## src/rtl/rgb_tg_pkg.sv

```systemverilog
package rgb_tg_pkg;

   typedef enum logic [1:0] {
      TG_IDLE   = 2'd0,
      TG_ACTIVE = 2'd1,
      TG_DRAIN  = 2'd2
   } tg_state_e;

   // map an internal active flag to a pin level under a polarity select
   function automatic logic pin_level(input logic is_active, input logic act_high);
      return act_high ? is_active : ~is_active;
   endfunction

endpackage

```

## src/rtl/tg_scan.sv

```systemverilog
module tg_scan
   import rgb_tg_pkg::*;
#(
   parameter int H_W  = 12,
   parameter int V_W  = 12,
   parameter int PW_W = 18
) (
   input  logic            clk,
   input  logic            rst_n,
   input  logic            run_req,
   input  logic [H_W-1:0]  ht,
   input  logic [V_W-1:0]  vt,
   output logic [H_W-1:0]  hc,
   output logic [V_W-1:0]  vc,
   output logic [PW_W-1:0] clkc,
   output logic            load,
   output logic            active,
   output logic            first
);

   localparam logic [PW_W-1:0] CLKC_MAX = '1;

   tg_state_e state;
   logic      h_end, v_end, last;

   assign h_end  = (hc == ht - H_W'(1));
   assign v_end  = (vc == vt - V_W'(1));
   assign last   = h_end && v_end;
   assign active = (state != TG_IDLE);
   assign first  = active && (hc == '0) && (vc == '0);
   assign load   = ((state == TG_IDLE) && run_req) ||
                   ((state == TG_ACTIVE) && last && run_req);

   always_ff @(posedge clk or negedge rst_n) begin
      if (!rst_n) begin
         state <= TG_IDLE;
         hc    <= '0;
         vc    <= '0;
         clkc  <= '0;
      end else if (state == TG_IDLE) begin
         hc   <= '0;
         vc   <= '0;
         clkc <= '0;
         if (run_req) state <= TG_ACTIVE;
      end else if (last) begin
         hc    <= '0;
         vc    <= '0;
         clkc  <= '0;
         state <= ((state == TG_ACTIVE) && run_req) ? TG_ACTIVE : TG_IDLE;
      end else begin
         if ((state == TG_ACTIVE) && !run_req) state <= TG_DRAIN;
         if (h_end) begin
            hc <= '0;
            vc <= vc + V_W'(1);
         end else begin
            hc <= hc + H_W'(1);
         end
         if (clkc != CLKC_MAX) clkc <= clkc + PW_W'(1);
      end
   end

endmodule

```

## src/rtl/tg_shape.sv

```systemverilog
module tg_shape #(
   parameter int H_W  = 12,
   parameter int V_W  = 12,
   parameter int PW_W = 18
) (
   input  logic            clk,
   input  logic            rst_n,
   input  logic            active,
   input  logic            first,
   input  logic            sync_en,
   input  logic            vs_lines,
   input  logic [H_W-1:0]  hc,
   input  logic [V_W-1:0]  vc,
   input  logic [PW_W-1:0] clkc,
   input  logic [H_W-1:0]  w_hsw,
   input  logic [H_W-1:0]  w_hw,
   input  logic [H_W-1:0]  w_ha,
   input  logic [PW_W-1:0] w_vsw,
   input  logic [V_W-1:0]  w_vw,
   input  logic [V_W-1:0]  w_va,
   output logic            hs_a,
   output logic            vs_a,
   output logic            de_a,
   output logic [H_W-1:0]  x_q,
   output logic [V_W-1:0]  y_q,
   output logic            fs_q
);

   logic [H_W:0] h_stop;
   logic [V_W:0] v_stop;
   logic         in_h, in_v, in_act, vs_hit;

   assign h_stop = {1'b0, w_hw} + {1'b0, w_ha};
   assign v_stop = {1'b0, w_vw} + {1'b0, w_va};
   assign in_h   = (hc >= w_hw) && ({1'b0, hc} < h_stop);
   assign in_v   = (vc >= w_vw) && ({1'b0, vc} < v_stop);
   assign in_act = active && in_h && in_v;
   assign vs_hit = vs_lines ? (PW_W'(vc) < w_vsw) : (clkc < w_vsw);

   always_ff @(posedge clk or negedge rst_n) begin
      if (!rst_n) begin
         hs_a <= 1'b0;
         vs_a <= 1'b0;
         de_a <= 1'b0;
         x_q  <= '0;
         y_q  <= '0;
         fs_q <= 1'b0;
      end else begin
         hs_a <= active && sync_en && (hc < w_hsw);
         vs_a <= active && sync_en && vs_hit;
         de_a <= in_act;
         x_q  <= in_act ? (hc - w_hw) : '0;
         y_q  <= in_act ? (vc - w_vw) : '0;
         fs_q <= first;
      end
   end

endmodule

```

## src/rtl/tg_launch.sv

```systemverilog
module tg_launch #(
   parameter int W = 8
) (
   input  logic         clk,
   input  logic         rst_n,
   input  logic         fall_sel,
   input  logic [W-1:0] d,
   output logic [W-1:0] q
);

   logic [W-1:0] neg_q;

   always_ff @(negedge clk or negedge rst_n) begin
      if (!rst_n) neg_q <= '0;
      else        neg_q <= d;
   end

   assign q = fall_sel ? neg_q : d;

endmodule

```

## src/rtl/rgb_panel_timing.sv

```systemverilog
module rgb_panel_timing
   import rgb_tg_pkg::*;
#(
   parameter int H_W  = 12,
   parameter int V_W  = 12,
   parameter int PW_W = 18,
   parameter int A_W  = 32
) (
   input  logic            clk,
   input  logic            rst_n,
   input  logic            run_req,
   input  logic            sync_en,
   input  logic            edge_fall,
   input  logic            hs_high,
   input  logic            vs_high,
   input  logic            de_high,
   input  logic            vs_in_lines,
   input  logic [H_W-1:0]  h_total,
   input  logic [H_W-1:0]  h_sync_w,
   input  logic [H_W-1:0]  h_wait,
   input  logic [H_W-1:0]  h_active,
   input  logic [V_W-1:0]  v_total,
   input  logic [PW_W-1:0] v_sync_w,
   input  logic [V_W-1:0]  v_wait,
   input  logic [V_W-1:0]  v_active,
   input  logic            nb_wr,
   input  logic [A_W-1:0]  nb_addr,
   output logic            run_status,
   output logic            frame_start,
   output logic [A_W-1:0]  cur_base,
   output logic            hsync,
   output logic            vsync,
   output logic            de,
   output logic            pix_req,
   output logic [H_W-1:0]  px_x,
   output logic [V_W-1:0]  px_y
);

   localparam int LW = 3 + H_W + V_W;

   if (H_W < 2) begin : g_bad_hw
      $error("H_W must be at least 2");
   end
   if (V_W < 2) begin : g_bad_vw
      $error("V_W must be at least 2");
   end
   if (PW_W < V_W) begin : g_bad_pw
      $error("PW_W must not be narrower than V_W");
   end

   // working copies, captured at frame begin
   logic [H_W-1:0]  w_ht, w_hsw, w_hw, w_ha;
   logic [V_W-1:0]  w_vt, w_vw, w_va;
   logic [PW_W-1:0] w_vsw;
   logic            w_vl;
   logic [A_W-1:0]  pend_base;

   logic [H_W-1:0]  hc;
   logic [V_W-1:0]  vc;
   logic [PW_W-1:0] clkc;
   logic            load, active, first;
   logic            hs_a, vs_a, de_a, fs_q;
   logic [H_W-1:0]  x_q;
   logic [V_W-1:0]  y_q;
   logic [LW-1:0]   rise_bus, out_bus;

   always_ff @(posedge clk or negedge rst_n) begin
      if (!rst_n) begin
         w_ht  <= '0;
         w_hsw <= '0;
         w_hw  <= '0;
         w_ha  <= '0;
         w_vt  <= '0;
         w_vsw <= '0;
         w_vw  <= '0;
         w_va  <= '0;
         w_vl  <= 1'b0;
      end else if (load) begin
         w_ht  <= h_total;
         w_hsw <= h_sync_w;
         w_hw  <= h_wait;
         w_ha  <= h_active;
         w_vt  <= v_total;
         w_vsw <= v_sync_w;
         w_vw  <= v_wait;
         w_va  <= v_active;
         w_vl  <= vs_in_lines;
      end
   end

   always_ff @(posedge clk or negedge rst_n) begin
      if (!rst_n) begin
         pend_base <= '0;
         cur_base  <= '0;
      end else begin
         if (nb_wr) pend_base <= nb_addr;
         if (first) cur_base  <= pend_base;
      end
   end

   tg_scan #(.H_W(H_W), .V_W(V_W), .PW_W(PW_W)) u_scan (
      .clk     (clk),
      .rst_n   (rst_n),
      .run_req (run_req),
      .ht      (w_ht),
      .vt      (w_vt),
      .hc      (hc),
      .vc      (vc),
      .clkc    (clkc),
      .load    (load),
      .active  (active),
      .first   (first)
   );

   tg_shape #(.H_W(H_W), .V_W(V_W), .PW_W(PW_W)) u_shape (
      .clk      (clk),
      .rst_n    (rst_n),
      .active   (active),
      .first    (first),
      .sync_en  (sync_en),
      .vs_lines (w_vl),
      .hc       (hc),
      .vc       (vc),
      .clkc     (clkc),
      .w_hsw    (w_hsw),
      .w_hw     (w_hw),
      .w_ha     (w_ha),
      .w_vsw    (w_vsw),
      .w_vw     (w_vw),
      .w_va     (w_va),
      .hs_a     (hs_a),
      .vs_a     (vs_a),
      .de_a     (de_a),
      .x_q      (x_q),
      .y_q      (y_q),
      .fs_q     (fs_q)
   );

   assign rise_bus = {hs_a, vs_a, de_a, x_q, y_q};

   tg_launch #(.W(LW)) u_launch (
      .clk      (clk),
      .rst_n    (rst_n),
      .fall_sel (edge_fall),
      .d        (rise_bus),
      .q        (out_bus)
   );

   assign hsync       = pin_level(out_bus[LW-1], hs_high);
   assign vsync       = pin_level(out_bus[LW-2], vs_high);
   assign de          = pin_level(out_bus[LW-3], de_high);
   assign pix_req     = out_bus[LW-3];
   assign px_x        = out_bus[H_W+V_W-1:V_W];
   assign px_y        = out_bus[V_W-1:0];
   assign frame_start = fs_q;
   assign run_status  = active;

endmodule

```

## config.mk

```make
export PLATFORM = sky130hd
export DESIGN_NAME = rgb_panel_timing
export DESIGN_NICKNAME = d
export VERILOG_FILES = /design/src/rtl/rgb_tg_pkg.sv /design/src/rtl/tg_scan.sv /design/src/rtl/tg_shape.sv /design/src/rtl/tg_launch.sv /design/src/rtl/rgb_panel_timing.sv
export SDC_FILE = /design/constraint.sdc
export NUM_CORES = 1
export LEC_CHECK = 0
export ABC_AREA = 1
export BUFFER_PORTS_ARGS = -buffer_cell sky130_fd_sc_hd__buf_4
export CORE_ASPECT_RATIO = 1.5
export CORE_MARGIN = 5
export CORE_UTILIZATION = 53
export CTS_BUF_LIST = sky130_fd_sc_hd__clkbuf_16
export DETAILED_ROUTE_END_ITERATION = 10
export PLACE_DENSITY = 0.77
export RECOVER_POWER = 50
export SETUP_SLACK_MARGIN = 0.05
export SLEW_MARGIN = 15
export SYNTH_ARGS = -nofsm -noshare
export SYNTH_HDL_FRONTEND = slang
export SYNTH_HIERARCHICAL = 1
export SYNTH_SLANG_ARGS = --single-unit
```

## constraint.sdc

```tcl
create_clock -name clk -period 3.2 [get_ports clk]
set_clock_uncertainty 0.2 [all_clocks]
set_input_delay 0.8 -clock clk [delete_from_list [all_inputs] [get_ports clk]]
set_output_delay 0.8 -clock clk [all_outputs]
set_load 0.005 [all_outputs]
```

==> Word level (Yosys, flattened, before mapping) <==
Cells that the tools add are included.
{ "totals": {"out_inout_bits": 62, "wordCells": 92, "regBits": 266, "in_bits": 144} }
{ "classes": {"magnitude_cmp": 7, "add_sub_neg": 9, "mux": 21, "n_eq_ne": 5, "bitwise_logic": 3, "reduce_logical": 25} }
{ "ops": {"columns": ["operator", "n"], "rows": [
  ["12-bit 2-to-1 mux", 8],
  ["18-bit 2-to-1 mux", 3],
  ["27-bit 2-to-1 mux", 1],
  ["12-bit by 12-bit adder with 13-bit output", 2],
  ["12-bit by 13-bit less-than comparator with 1-bit output", 2],
  ["12-bit by 1-bit adder with 12-bit output, second input constant", 2],
  ["12-bit == test", 2],
  ["12-bit greater-or-equal comparator", 2],
  ["12-bit logical NOT", 2],
  ["12-bit by 1-bit subtractor with 12-bit output, second input constant", 2],
  ["12-bit subtractor", 2],
  ["18-bit by 1-bit adder with 18-bit output, second input constant", 1],
  ["12-bit by 18-bit less-than comparator with 1-bit output", 1],
  ["18-bit less-than comparator", 1],
  ["18-bit != test, second input constant", 1],
  ["1-bit logical AND", 15],
  ["12-bit less-than comparator", 1],
  ["3-bit nonzero test", 3],
  ["2-bit 2-to-1 mux", 4],
  ["1-bit 2-to-1 mux", 5],
  ["1-bit NOT", 3],
  ["2-bit by 1-bit == test with 1-bit output, second input constant", 1],
  ["2-bit logical NOT", 1],
  ["2-bit != test, second input constant", 1],
  ["4 further kinds", 4]
]} }

==> Logic depth before layout (Yosys ltp) <==
Gate-level depths: netlist (run 1).
{ "depth": {"depth_word": 6, "mapped_depth": 21, "depth_no_buf": 20} }

==> Hierarchy <==
The synthesis (run 1) kept the hierarchy.
{ "by_module_without_submodules": {"columns": ["module", "area_each_um2", "cells_each", "seq_area_each_um2", "instances"], "rows": [
  ["rgb_panel_timing", 6397.4, 723, 4179.0, 1],
  ["tg_shape", 4792.1, 660, 700.7, 1],
  ["tg_scan", 3688.5, 540, 1101.1, 1],
  ["tg_launch", 1059.8, 114, 675.6, 1]
]} }

==> summary.log, run 1 <==
qor: timing.tightestPinTransition 1.515 ns
qor: cts.clock_latency 0.54 ns
qor: synth.synth_area_leaders dfrtp_1 (38%), nand2_1 (21%), ha_1 (9.1%), inv_1 (4.6%), dfrtn_1 (4.2%)
qor: worst_setup_path.timing.critical_path.fanout_max 3
qor: hold_path.path_category_of_the_worst_min_delay_check input port to flop
qor: floorplan.initial_standard_cell_utilization_of_the_core 53.89%
qor: cts.cts_num_sinks 266
qor: timing.final_number_of_max_transition_violations 34
qor: global_routing.grt_start_max_net_pins 64
qor: cts.number_of_h_tree_branching_levels 1
qor: timing.unrepaired_setup_endpoints_after_global_routing yes
qor: routing.count_of_nets_left_with_antenna_violations_after_detail_routing 0
qor: power_and_ir_drop.leakage 10.59 nW
qor: floorplan.die_height 222.4 µm
qor: floorplan.ioPinCount 206
qor: hold_path.min_delay_path_depth 3
qor: worst_setup_path.setup.worst_path.class flop to output pin
qor: routing.drc 0
qor: routing.detail_route.first_pass.iterations 6
qor: power_and_ir_drop.power-per-cell-area 833.1 mW/mm²
qor: synth.synthMostInstantiatedCell nand2_1
qor: synth.post_synth_most_frequent_cells nand2_1 (871), dfrtp_1 (239), inv_1 (195), ha_1 (116), nor2_1 (112)
qor: power_and_ir_drop.ir_drop 0.5294 mV
qor: worst_setup_path.worst-endpoint-required 2.20 ns
qor: global_routing.congestion_overflow_gr 0
qor: power_and_ir_drop.power_total 15.89 mW
qor: routing.vias 13750
qor: worst_setup_path.cp_slowest_cell dfrtn_1
qor: timing.holdWs 0.2514 ns
qor: synth.postSynth.asyncResetShare 100.0%
qor: cts.cts_tree done
qor: final_layout.diodes_inserted 0
qor: floorplan.placement_rows 77
qor: global_routing.grt_pass1_wl 64.23 mm
qor: global_routing.grt.total_usage 23.24%
qor: status.violations max-capacitance violations, max-slew violations, negative setup slack
qor: final_layout.area_delta_synth_final 19.65%
qor: place.place.gp.congestion 0.9278
qor: worst_setup_path.cp.arrival 2.92 ns
qor: floorplan.die_area 0.03371 mm²
qor: cts.numCtsBuffers 26
qor: final_layout.num-nets-final 2537
qor: synth.postSynthRegisterBits 266
qor: synth.ys.warnings.count 6
qor: routing.post_drt_via_cell_ratio 5.116
qor: status.result_of_the_run finished, violations left
qor: synth.postSynthNetCount 2301
qor: place.port_buffers 205
qor: synth.yosys.area.top_type dfrtp_1
qor: routing.totalWireLength 39.88 mm
qor: floorplan.die_width 151.6 µm
qor: worst_setup_path.critical_path.n_buffers_inverters 2
qor: timing.finalWorstSetupSlack -0.7173 ns
qor: synth.synth_top_flop_cell dfrtp_1
qor: global_routing.vias_in_the_first_global_route 13740
qor: floorplan.core_area 0.02958 mm²
qor: job.drv_cap 1
qor: worst_setup_path.critPathMaxStageDelay 0.38 ns
qor: routing.dr.first_iter.drc_count 606
qor: worst_setup_path.launching_element_type_of_the_critical_path flop
qor: synth.synth.lib_cells_used.distinct 50
qor: synth.netlist_instances 2037
qor: synth.synth_edf_count 0
qor: timing.hold_violations 0
qor: timing.setup_violations 28
qor: global_routing.grt_antenna_before_repair 1
qor: worst_setup_path.timing.reg2reg.worst_path_depth 17
qor: cts.cts_max_path_buffers 3
qor: worst_setup_path.crit_path_end_kind output pin
qor: final_layout.drive_gt1_share 17.66%
qor: final_layout.fin_area 0.01907 mm²
qor: routing.routed_wire_length_per_instance 14.84 µm
qor: worst_setup_path.timing.critical_path.cells nand2_1 -> nand2_2 -> inv_1 -> nand2_1 -> nand2_1 -> buf_6
qor: cts.buffer_cell_driving_the_clock_tree_root clkbuf_16
qor: worst_setup_path.path_delay_family flip-flops
qor: worst_setup_path.crit_top_cell nand2_1
qor: timing.normalized_max_slew_margin -1.004%
qor: synth.synth_sequential_area_ratio 41.76%
qor: synth.avgSynthCellArea 7.824 µm²
qor: place.dpl_cell_area 0.01798 mm²
qor: place.detailed_place_hpwl 30.41 mm
qor: synth.mappedNetlistArea 0.01594 mm²
qor: cts.clkSlewWorstSetupHoldPaths 0.07 ns
qor: worst_setup_path.worstSetupPathDepth 6
qor: synth.yosys.area.top_type_share 37.53%
## power by group
group / internal [mW] / leakage [nW] / switching (mW)
Combinational: 3.04 / 6.71 / 4.75
Clock: 1.73 / 0.430 / 1.30
Sequential: 4.27 / 3.45 / 0.798
Total: 9.04 / 10.6 / 6.85
## logic make-up after synthesis
kind of cell | share of synthesized area, %
and+or+nand+nor | 32.61
DFF | 41.76
buffers and inverters | 7.474
adders and majority gates | 9.609
AOI/OAI and AO/OA | 4.027
xor gates and xnor gates | 4.451
muxes | 0.06281
## final cells by class
| cell class | instances | area [µm²] |
|---|---|---|
| multi-input combinational | 1518 | 8270 |
| fill | 2522 | 10510 |
| timing repair buffer | 260 | 2044 |
| clock buffer | 28 | 700.7 |
| clock inverter | 20 | 141.4 |
| inverter | 201 | 762.0 |
| tap | 395 | 494.2 |
| sequential | 266 | 6656 |
## per-stage QoR
stage | utilization [%] | setup WS [ns] | TNS (ns) | std cells
2_1_floorplan | - | -0.02276 | -0.03688 | 2037
3_3_place_gp | 60.79 | -0.1654 | -0.5701 | 2630
3_5_place_dp | 60.79 | -0.1715 | -0.6244 | 2630
4_1_cts | 63.73 | -0.7430 | -16.16 | 2679
5_1_grt | 64.47 | -0.7919 | -19.22 | 2688
6_report | 64.47 | -0.7173 | -15.67 | 2688
## sequential cells by signal (all words and copies together) (netlist names)
register	cells
cur_base	32
pend_base	32
u_launch/neg_q	27
u_scan/clkc	18
w_vsw	18
u_scan/hc	12
u_scan/vc	12
u_shape/x_q	12
u_shape/y_q	12
w_ha	12
w_hsw	12
w_ht	12
w_hw	12
w_va	12
w_vt	12
w_vw	12
u_scan/state	2
u_shape/de_a	1
u_shape/fs_q	1
u_shape/hs_a	1
u_shape/vs_a	1
w_vl	1
## per-layer routing
| metal | wire [µm] | share of wire (%) | global-route usage [%] |
|---|---|---|---|
| met3 | 2201 | 5.5 | 3.200 |
| met5 | 8 | 0.020 | 0 |
| met1 | 15100 | 38 | 26.32 |
| met4 | 1596 | 4.0 | 9.022 |
| met2 | 20970 | 53 | 43.29 |
## worst register-to-register path: stages, from the launching register on
cell and delay, ns:
dfrtp_1 0.39, ha_2 0.20, fa_2 0.38, nand3_2 0.07, nand2_2 0.07, a21oi_2 0.16, buf_4 0.13, xor2_1 0.05
ha_1 0.29, nand2_1 0.07, or2_2 0.30, nand2_1 0.06, a21oi_1 0.04, nor2_1 0.14, nor2_2 0.08, nand2_4 0.15
clkbuf_16 0.20, nor2_4 0.03
## final timing paths
path / slack, ns / to / start
hold / removal: 0.25 / w_vsw[0] / v_sync_w[0]
min in group asynchronous: 0.59 / u_shape/x_q[11] / rst_n
setup / recovery: -0.72 / de / u_launch/neg_q[24]
hold reg to reg: 0.27 / cur_base[12] / cur_base[12]
setup reg to reg: 0.05 / u_shape/x_q[5] / w_va[0]
max in group asynchronous: 0.36 / u_launch/neg_q[8] / rst_n
## repair_timing
action                                  in CTS  in global routing
hold buffers                                 1                  0
buffers inserted                             0                  7
gates cloned                                 0                  2
resized for setup                            6                 42
endpoints found under the hold margin       26                  0
endpoints found under the setup margin      53                156
pin swaps                                   26                 27
## placed cells by master (no fill, tap or decap), types with 13 or more instances in the layout
cell type,n
nand2_1,865
dfrtp_1,239
buf_4,206
inv_1,195
ha_1,106
nor2_1,105
nand3_1,68
a21oi_1,57
xor2_1,55
nor2_4,41
nand4_1,35
clkbuf_16,30
dfrtn_1,27
xnor2_1,26
clkbuf_4,25
nor3_1,23
nand2_2,20
o21ai_0,20
nor2_2,13
Power figures use the tool's default switching activity.
==> run 2, diff against run 1 <==
--- a/config.mk
+++ b/config.mk
@@ -5,7 +5,7 @@
 export SDC_FILE = /design/constraint.sdc
 export NUM_CORES = 1
 export LEC_CHECK = 0
-export ABC_AREA = 1
+export ABC_AREA = 0
 export BUFFER_PORTS_ARGS = -buffer_cell sky130_fd_sc_hd__buf_4
 export CORE_ASPECT_RATIO = 1.5
 export CORE_MARGIN = 5
==> summary.log, run 2 <==
qor: worst_setup_path.worstReg2RegEnd u_shape/x_q[2] [was u_shape/x_q[5]]
qor: synth.postSynthRegisterBits 266 [unchanged]
qor: worst_setup_path.regToRegSetupSlack -0.66 ns [was 0.05 ns]
qor: timing.final_number_of_max_transition_violations 33 [was 34]
qor: routing.dr.first_iter.drc_count 555 [was 606]
qor: worst_setup_path.cp.arrival 3.03 ns [was 2.92 ns]
qor: job.drv_cap 1 [unchanged]
qor: synth.synth.lib_cells_used.distinct 82 [was 50]
qor: global_routing.grt_pass1_wl 65.59 mm [was 64.23 mm]
qor: place.port_buffers 205 [unchanged]
qor: worst_setup_path.worst_r2r_startpoint w_hw[0] [was w_va[0]]
qor: routing.totalWireLength 41.51 mm [was 39.88 mm]
qor: floorplan.die_area 0.03181 mm² [was 0.03371 mm²]
qor: synth.simple_gate_fraction_of_synth_area 10.85% [was 32.61%]
qor: timing.normalized_max_slew_margin -20.95% [was -1.004%]
qor: synth.post_synth_most_frequent_cells dfrtp_1 (239), mux2_2 (171), ha_1 (116), inv_1 (88), nor2_1 (79) [was nand2_1 (871), dfrtp_1 (239), inv_1 (195), ha_1 (116), nor2_1 (112)]
qor: synth.synth_top_flop_cell dfrtp_1 [unchanged]
qor: worst_setup_path.launching_element_type_of_the_critical_path flop [unchanged]
qor: global_routing.grt.total_usage 25.35% [was 23.24%]
qor: final_layout.area_delta_synth_final 37.27% [was 19.65%]
qor: worst_setup_path.timing.reg2reg.worst_path_depth 18 [was 17]
qor: synth.mappedNetlistArea 0.01499 mm² [was 0.01594 mm²]
qor: hold_path.worstHoldStart nb_addr[10] [was v_sync_w[0]]
qor: routing.routed_wire_length_per_instance 20.16 µm [was 14.84 µm]
qor: routing.post_drt_via_cell_ratio 5.820 [was 5.116]
qor: hold_path.path_category_of_the_worst_min_delay_check input port to flop [unchanged]
qor: final_layout.drive_gt1_share 42.15% [was 17.66%]
qor: cts.cts_num_sinks 266 [unchanged]
qor: cts.number_of_h_tree_branching_levels 1 [unchanged]
qor: worst_setup_path.setup.worst_path.class flop to output pin [unchanged]
qor: cts.clock_latency 0.55 ns [was 0.54 ns]
qor: hold_path.hold-path-endpoint pend_base[10] [was w_vsw[0]]
qor: cts.clkSlewWorstSetupHoldPaths 0.07 ns [about the same]
qor: global_routing.grt_start_max_net_pins 127 [was 64]
qor: floorplan.placement_rows 75 [was 77]
qor: synth.synth_edf_count 0 [unchanged]
qor: synth.yosys.area.top_type_share 39.90% [was 37.53%]
qor: final_layout.layout_common_cells buf_4 (264), dfrtp_1 (239), mux2_4 (130) [was nand2_1 (865), dfrtp_1 (239), buf_4 (206)]
qor: timing.hold_violations 0 [unchanged]
qor: place.place.gp.congestion 0.8842 [was 0.9278]
qor: worst_setup_path.timing.critical_path.fanout_max 1 [was 3]
qor: timing.setup_violations 278 [was 28]
qor: routing.vias 11980 [was 13750]
qor: cts.numCtsBuffers 27 [was 26]
qor: worst_setup_path.crit_path_end_kind output pin [unchanged]
qor: synth.synth_area_leaders dfrtp_1 (40%), mux2_2 (13%), ha_1 (9.7%), dfrtn_1 (4.5%), xnor2_1 (2.5%) [was dfrtp_1 (38%), nand2_1 (21%), ha_1 (9.1%), inv_1 (4.6%), dfrtn_1 (4.2%)]
qor: routing.count_of_nets_left_with_antenna_violations_after_detail_routing 0 [unchanged]
qor: floorplan.initial_standard_cell_utilization_of_the_core 53.60% [was 53.89%]
qor: floorplan.die_width 147.3 µm [was 151.6 µm]
qor: status.result_of_the_run finished, violations left [unchanged]
qor: timing.finalWorstSetupSlack -0.8349 ns [was -0.7173 ns]
qor: final_layout.num-nets-final 1957 [was 2537]
qor: synth.synthMostInstantiatedCell dfrtp_1 [was nand2_1]
qor: floorplan.ioPinCount 206 [unchanged]
qor: hold_path.min_delay_path_depth 2 [was 3]
qor: cts.cts_tree done [unchanged]
qor: floorplan.core_area 0.02796 mm² [was 0.02958 mm²]
qor: cts.buffer_cell_driving_the_clock_tree_root clkbuf_16 [unchanged]
qor: power_and_ir_drop.power-per-cell-area 898.1 mW/mm² [was 833.1 mW/mm²]
qor: timing.unrepaired_setup_endpoints_after_global_routing yes [unchanged]
qor: synth.combinational_family_with_the_most_area_after_synthesis multiplexers [was simple AND/OR/NAND/NOR gates]
qor: cts.cts_max_path_buffers 3 [unchanged]
qor: synth.postSynthNetCount 1578 [was 2301]
qor: synth.avgSynthCellArea 11.41 µm² [was 7.824 µm²]
qor: timing.tightestPinTransition 1.814 ns [was 1.515 ns]
qor: status.violations max-capacitance violations, max-slew violations, negative setup slack [unchanged]
qor: final_layout.n_fill_cell 1836 [was 2522]
qor: synth.synthXorXnorAreaFrac 4.909% [was 4.451%]
qor: synth.synth_compound_area_share 10.03% [was 4.027%]
qor: timing.holdWs 0.2723 ns [was 0.2514 ns]
qor: floorplan.die_height 216.0 µm [was 222.4 µm]
qor: final_layout.top_regs cur_base (32), pend_base (32), u_launch/neg_q (27) [unchanged]
qor: power_and_ir_drop.leakage 9.845 nW [was 10.59 nW]
qor: final_layout.diodes_inserted 0 [unchanged]
qor: worst_setup_path.worst-endpoint-required 2.20 ns [about the same]
qor: global_routing.vias_in_the_first_global_route 12890 [was 13740]
qor: place.dpl_worst_slack -0.6407 ns [was -0.1715 ns]
qor: synth.synth_sequential_area_ratio 44.41% [was 41.76%]
qor: final_layout.layout.cells.most_common buf_4 [was nand2_1]
qor: routing.detail_route.first_pass.iterations 5 [was 6]
qor: global_routing.congestion_overflow_gr 0 [unchanged]
qor: synth.multiplexer_area_fraction_after_synthesis 15.29% [was 0.06280%]
qor: synth.ys.warnings.count 6 [unchanged]
qor: global_routing.grt_antenna_before_repair 0 [was 1]
qor: synth.adder_cell_area_share_of_the_yosys_netlist 10.22% [was 9.609%]
qor: synth.netlist_instances 1314 [was 2037]
qor: place.detailed_place_hpwl 28.64 mm [was 30.41 mm]
qor: power_and_ir_drop.ir_drop 0.5612 mV [was 0.5294 mV]
qor: synth.yosys.area.top_type dfrtp_1 [unchanged]
qor: synth.postSynth.asyncResetShare 100.0% [unchanged]
qor: routing.drc 0 [unchanged]
## run 2: cell types whose count changed after synthesis, moves of 18 or more
cell	previous run	this run
a21o_1	6	24
inv_1	195	88
mux2_2	0	171
mux2_4	0	20
nand2_1	871	32
nand3_1	70	30
nor2_1	112	79
nor2_4	35	0
## run 2: repair_timing
item                                    CTS  global route
buffers inserted                         18            11
resized for setup                       113            90
hold buffers                              1             0
endpoints found under the setup margin  156           185
hold endpoints to repair                 27             0
cloned                                   12             3
pin swaps                                31            56
## run 2: critical path, cell delays in order (launching register included)
cell     delay [ns]
dfrtn_1        0.32
mux2_4         0.29
xnor2_4        0.15
buf_4          0.13
## run 2: report_power, final
part	internal, mW	total [mW]	switching (mW)
Combinational	5.44	10.2	4.75
Clock	1.75	3.13	1.38
Sequential	4.38	5.17	0.786
Total	11.6	18.5	6.91
## run 2: cells by family after synthesis
| logic type | Yosys count |
|---|---|
| AOI/OAI and AO/OA | 216 |
| buffers and inverters | 128 |
| DFF | 266 |
| and+or+nand+nor | 303 |
| adders and majority gates | 120 |
| muxes | 197 |
| xor gates and xnor gates | 84 |
## run 2: how the worst max path moves through the flow
| stage | start | end | slack (ns) | depth (start not counted) |
|---|---|---|---|---|
| 6_report | u_launch/neg_q[25] | vsync | -0.83 | 3 |
| 5_1_grt | u_launch/neg_q[25] | vsync | -0.87 | 3 |
| 4_1_cts | u_launch/neg_q[25] | vsync | -0.85 | 3 |
| 3_5_place_dp | w_hw[0] | u_shape/x_q[3] | -0.64 | 16 |
| 3_3_place_gp | w_hw[0] | u_shape/x_q[3] | -0.54 | 16 |
| 2_1_floorplan | w_va[1] | u_shape/x_q[8] | -0.42 | 15 |
## run 2: cell type report
type | count | area [µm²] | share of cell area [%]
clock buffer | 31 | 775.7 | 3.770
clock inverter | 18 | 103.9 | 0.5047
inverter | 89 | 334.1 | 1.624
multi-input combinational | 920 | 8688 | 42.23
sequential | 266 | 6656 | 32.35
tap | 346 | 432.9 | 2.104
timing repair buffer | 389 | 3583 | 17.42
## run 2: metrics by stage
stage	utilization, %	TNS [ns]	cell area [µm²]	power (mW)	std cells
2_1_floorplan	-	-22.76	15550	11.12	1314
3_3_place_gp	65.85	-33.70	18410	13.89	1973
3_5_place_dp	65.85	-39.60	18410	14.22	1973
4_1_cts	72.46	-62.02	20260	18.14	2053
5_1_grt	73.57	-145.30	20570	19.66	2059
6_report	73.57	-86.33	20570	18.48	2059
## run 2: layer usage
metal,vias up,track usage (%),share of wire (%)
met3,150,2.686,4.5
met4,0,12.44,5.3
met5,-,0,0
met1,5936,28.19,37
met2,400,47.69,54
li1,5498,-,-
==> run 3, diff against run 2 <==
--- a/config.mk
+++ b/config.mk
@@ -9,10 +9,10 @@
 export BUFFER_PORTS_ARGS = -buffer_cell sky130_fd_sc_hd__buf_4
 export CORE_ASPECT_RATIO = 1.5
 export CORE_MARGIN = 5
-export CORE_UTILIZATION = 53
+export CORE_UTILIZATION = 60
 export CTS_BUF_LIST = sky130_fd_sc_hd__clkbuf_16
 export DETAILED_ROUTE_END_ITERATION = 10
-export PLACE_DENSITY = 0.77
+export PLACE_DENSITY = 0.83
 export RECOVER_POWER = 50
 export SETUP_SLACK_MARGIN = 0.05
 export SLEW_MARGIN = 15
==> constraint.sdc (replaced) <==
create_clock -name clk -period 4.75 [get_ports clk]
set_clock_uncertainty 0.2 [all_clocks]
set_input_delay 1.1875 -clock clk [delete_from_list [all_inputs] [get_ports clk]]
set_output_delay 1.1875 -clock clk [all_outputs]
set_load 0.005 [all_outputs]
==> summary.log, run 3 (synthesis results as in run 2) <==
qor: worst_setup_path.worst_r2r_startpoint w_hw[0] [unchanged]
qor: floorplan.core_area 0.02487 mm² [was 0.02796 mm²]
qor: final_layout.drive_gt1_share 30.50% [was 42.15%]
qor: worst_setup_path.critical_path.n_buffers_inverters 1 [unchanged]
qor: cts.clock_latency 0.54 ns [was 0.55 ns]
qor: timing.hold_violations 0 [unchanged]
qor: worst_setup_path.path_delay_family flip-flops [unchanged]
qor: cts.cts_max_path_buffers 3 [unchanged]
qor: place.place.detailed.instances 1820 [was 1973]
qor: power_and_ir_drop.power-per-cell-area 586.2 mW/mm² [was 898.1 mW/mm²]
qor: floorplan.die_area 0.02831 mm² [was 0.03181 mm²]
qor: global_routing.grt_antenna_before_repair 0 [unchanged]
qor: global_routing.grt.total_usage 24.38% [was 25.35%]
qor: cts.clkSlewWorstSetupHoldPaths 0.05 ns [was 0.07 ns]
qor: power_and_ir_drop.leakage 8.413 nW [was 9.845 nW]
qor: cts.numCtsBuffers 26 [was 27]
qor: job.drv_cap 2 [was 1]
qor: worst_setup_path.cp_slowest_cell dfrtn_1 [unchanged]
qor: final_layout.finish.cell_count_without_fillers 1869 [was 2059]
qor: timing.final_number_of_max_transition_violations 81 [was 33]
qor: routing.detail_route.first_pass.iterations 5 [unchanged]
qor: worst_setup_path.timing.critical_path.fanout_max 1 [unchanged]
qor: place.place.gp.congestion 0.9462 [was 0.8842]
qor: routing.drc 0 [unchanged]
qor: hold_path.hold-path-endpoint pend_base[10] [unchanged]
qor: timing.unrepaired_setup_endpoints_after_global_routing yes [unchanged]
qor: status.result_of_the_run finished, violations left [unchanged]
qor: timing.finalWorstSetupSlack -0.4221 ns [was -0.8349 ns]
qor: routing.count_of_nets_left_with_antenna_violations_after_detail_routing 0 [unchanged]
qor: global_routing.vias_in_the_first_global_route 11580 [was 12890]
qor: routing.post_drt_via_cell_ratio 5.875 [was 5.820]
qor: routing.dr.first_iter.drc_count 525 [was 555]
qor: final_layout.diodes_inserted 0 [unchanged]
qor: place.detailed_place_hpwl 25.90 mm [was 28.64 mm]
qor: final_layout.multiInputGateArea 0.007749 mm² [was 0.008688 mm²]
qor: routing.totalWireLength 34.84 mm [was 41.51 mm]
qor: worst_setup_path.crit_path_end_kind output pin [unchanged]
qor: worst_setup_path.launching_element_type_of_the_critical_path flop [unchanged]
qor: worst_setup_path.regToRegSetupSlack 0.43 ns [was -0.66 ns]
qor: worst_setup_path.critPathMaxStageDelay 0.34 ns [was 0.32 ns]
qor: worst_setup_path.setup.worst_path.class flop to output pin [unchanged]
qor: floorplan.die_height 203.6 µm [was 216.0 µm]
qor: floorplan.placement_rows 71 [was 75]
qor: hold_path.path_category_of_the_worst_min_delay_check flop to flop [was input port to flop]
qor: worst_setup_path.worstReg2RegEnd u_shape/y_q[9] [was u_shape/x_q[2]]
qor: routing.vias 10980 [was 11980]
qor: global_routing.grt_pass1_wl 57.00 mm [was 65.59 mm]
qor: final_layout.top_regs cur_base (32), pend_base (32), u_launch/neg_q (27) [unchanged]
qor: final_layout.area_delta_synth_final 18.06% [was 37.27%]
qor: timing.holdWs 0.2846 ns [was 0.2723 ns]
qor: hold_path.worstHoldStart pend_base[10] [was nb_addr[10]]
qor: status.violations max-capacitance violations, max-slew violations, negative setup slack [unchanged]
qor: final_layout.num-nets-final 1785 [was 1957]
qor: cts.cts_tree done [unchanged]
qor: timing.normalized_max_slew_margin -70.77% [was -20.95%]
qor: routing.routed_wire_length_per_instance 18.64 µm [was 20.16 µm]
qor: global_routing.grt_start_max_net_pins 76 [was 127]
qor: final_layout.area.sequential 0.006656 mm² [unchanged]
qor: cts.buffer_cell_driving_the_clock_tree_root clkbuf_16 [unchanged]
qor: power_and_ir_drop.ir_drop 0.3394 mV [was 0.5612 mV]
qor: place.port_buffers 205 [unchanged]
qor: worst_setup_path.worst-endpoint-required 3.36 ns [was 2.20 ns]
qor: worst_setup_path.timing.reg2reg.worst_path_depth 16 [was 18]
qor: cts.number_of_h_tree_branching_levels 1 [unchanged]
qor: cts.hold_buffers 0 [was 1]
qor: floorplan.die_width 139.1 µm [was 147.3 µm]
qor: worst_setup_path.cp.arrival 3.78 ns [was 3.03 ns]
qor: timing.tightestPinTransition 2.562 ns [was 1.814 ns]
qor: global_routing.congestion_overflow_gr 0 [unchanged]
qor: floorplan.ioPinCount 206 [unchanged]
qor: final_layout.n_fill_cell 1752 [was 1836]
qor: cts.cts_num_sinks 266 [unchanged]
qor: final_layout.layout.cells.most_common dfrtp_1 [was buf_4]
qor: floorplan.initial_standard_cell_utilization_of_the_core 60.26% [was 53.60%]
qor: timing.setup_violations 28 [was 278]
qor: worst_setup_path.timing.critical_path.cells mux2_4 -> xnor2_2 -> buf_4 [was mux2_4 -> xnor2_4 -> buf_4]
qor: final_layout.layout_common_cells dfrtp_1 (239), buf_4 (172), mux2_2 (163) [was buf_4 (264), dfrtp_1 (239), mux2_4 (130)]
qor: hold_path.min_delay_path_depth 1 [was 2]
-- run 3: worst max path at each step --
stage	start	to	slack, ns	cells after the start
6_report	u_launch/neg_q[25]	vsync	-0.42	3
5_1_grt	u_launch/neg_q[25]	vsync	-0.47	3
4_1_cts	u_launch/neg_q[24]	de	-0.42	3
3_5_place_dp	u_launch/neg_q[24]	de	0.1	3
3_3_place_gp	u_launch/neg_q[24]	de	0.08	3
2_1_floorplan	u_launch/neg_q[24]	de	0.24	2
-- run 3: stage by stage --
| stage | setup slack, ns | power [mW] | cell area (µm²) | setup TNS, ns | util (%) |
|---|---|---|---|---|---|
| final | -0.4221 | 10.37 | 17690 | -7.522 | 71.14 |
| after global routing | -0.4713 | 11.19 | 17690 | -8.320 | 71.14 |
| after CTS | -0.4237 | 10.46 | 17720 | -7.820 | 71.23 |
| after detailed placement | 0.09798 | 8.407 | 16750 | 0 | 67.34 |
| after global placement | 0.08413 | 8.157 | 16750 | 0 | 67.34 |
| after floorplan | 0.2398 | 7.079 | 14990 | 0 | - |
-- run 3: layer usage --
layer	up-vias	GRT usage (%)	share of wire, %
li1	5170	-	-
met1	5439	27.66	38
met2	303	46.40	54
met3	68	3.026	4.3
met4	0	9.371	3.2
met5	-	0	0
-- run 3: timing repair --
action                     CTS  global route
resized for setup           33             3
pin swaps                    0             0
setup endpoints to repair   28            28
setup buffers                1             0
-- run 3: power breakdown --
| part | internal (mW) | switching [mW] |
|---|---|---|
| clock network | 1.13 | 0.859 |
| logic | 2.39 | 2.40 |
| registers | 2.95 | 0.643 |
| total | 6.46 | 3.91 |
-- run 3: worst reg2reg max path: cells and delay by family (launching register included) --
kind / cells / cell delay, ns
AO/OA/AOI/OAI: 7 / 2.00
buffers and inverters: 1 / 0.08
adder cells (fa/ha/maj): 3 / 0.73
XOR/XNOR: 1 / 0.09
AND/OR/NAND/NOR: 4 / 0.63
flip-flops: 1 / 0.40
-- run 3: final cells by class --
cell class                      instances  area share, %
Clock buffer                           30          4.243
Clock inverter                         18         0.4667
Inverter                               89          1.888
Multi-Input combinational cell        920          43.79
Sequential cell                       266          37.62
Tap cell                              328          2.319
Timing Repair Buffer                  218          9.673
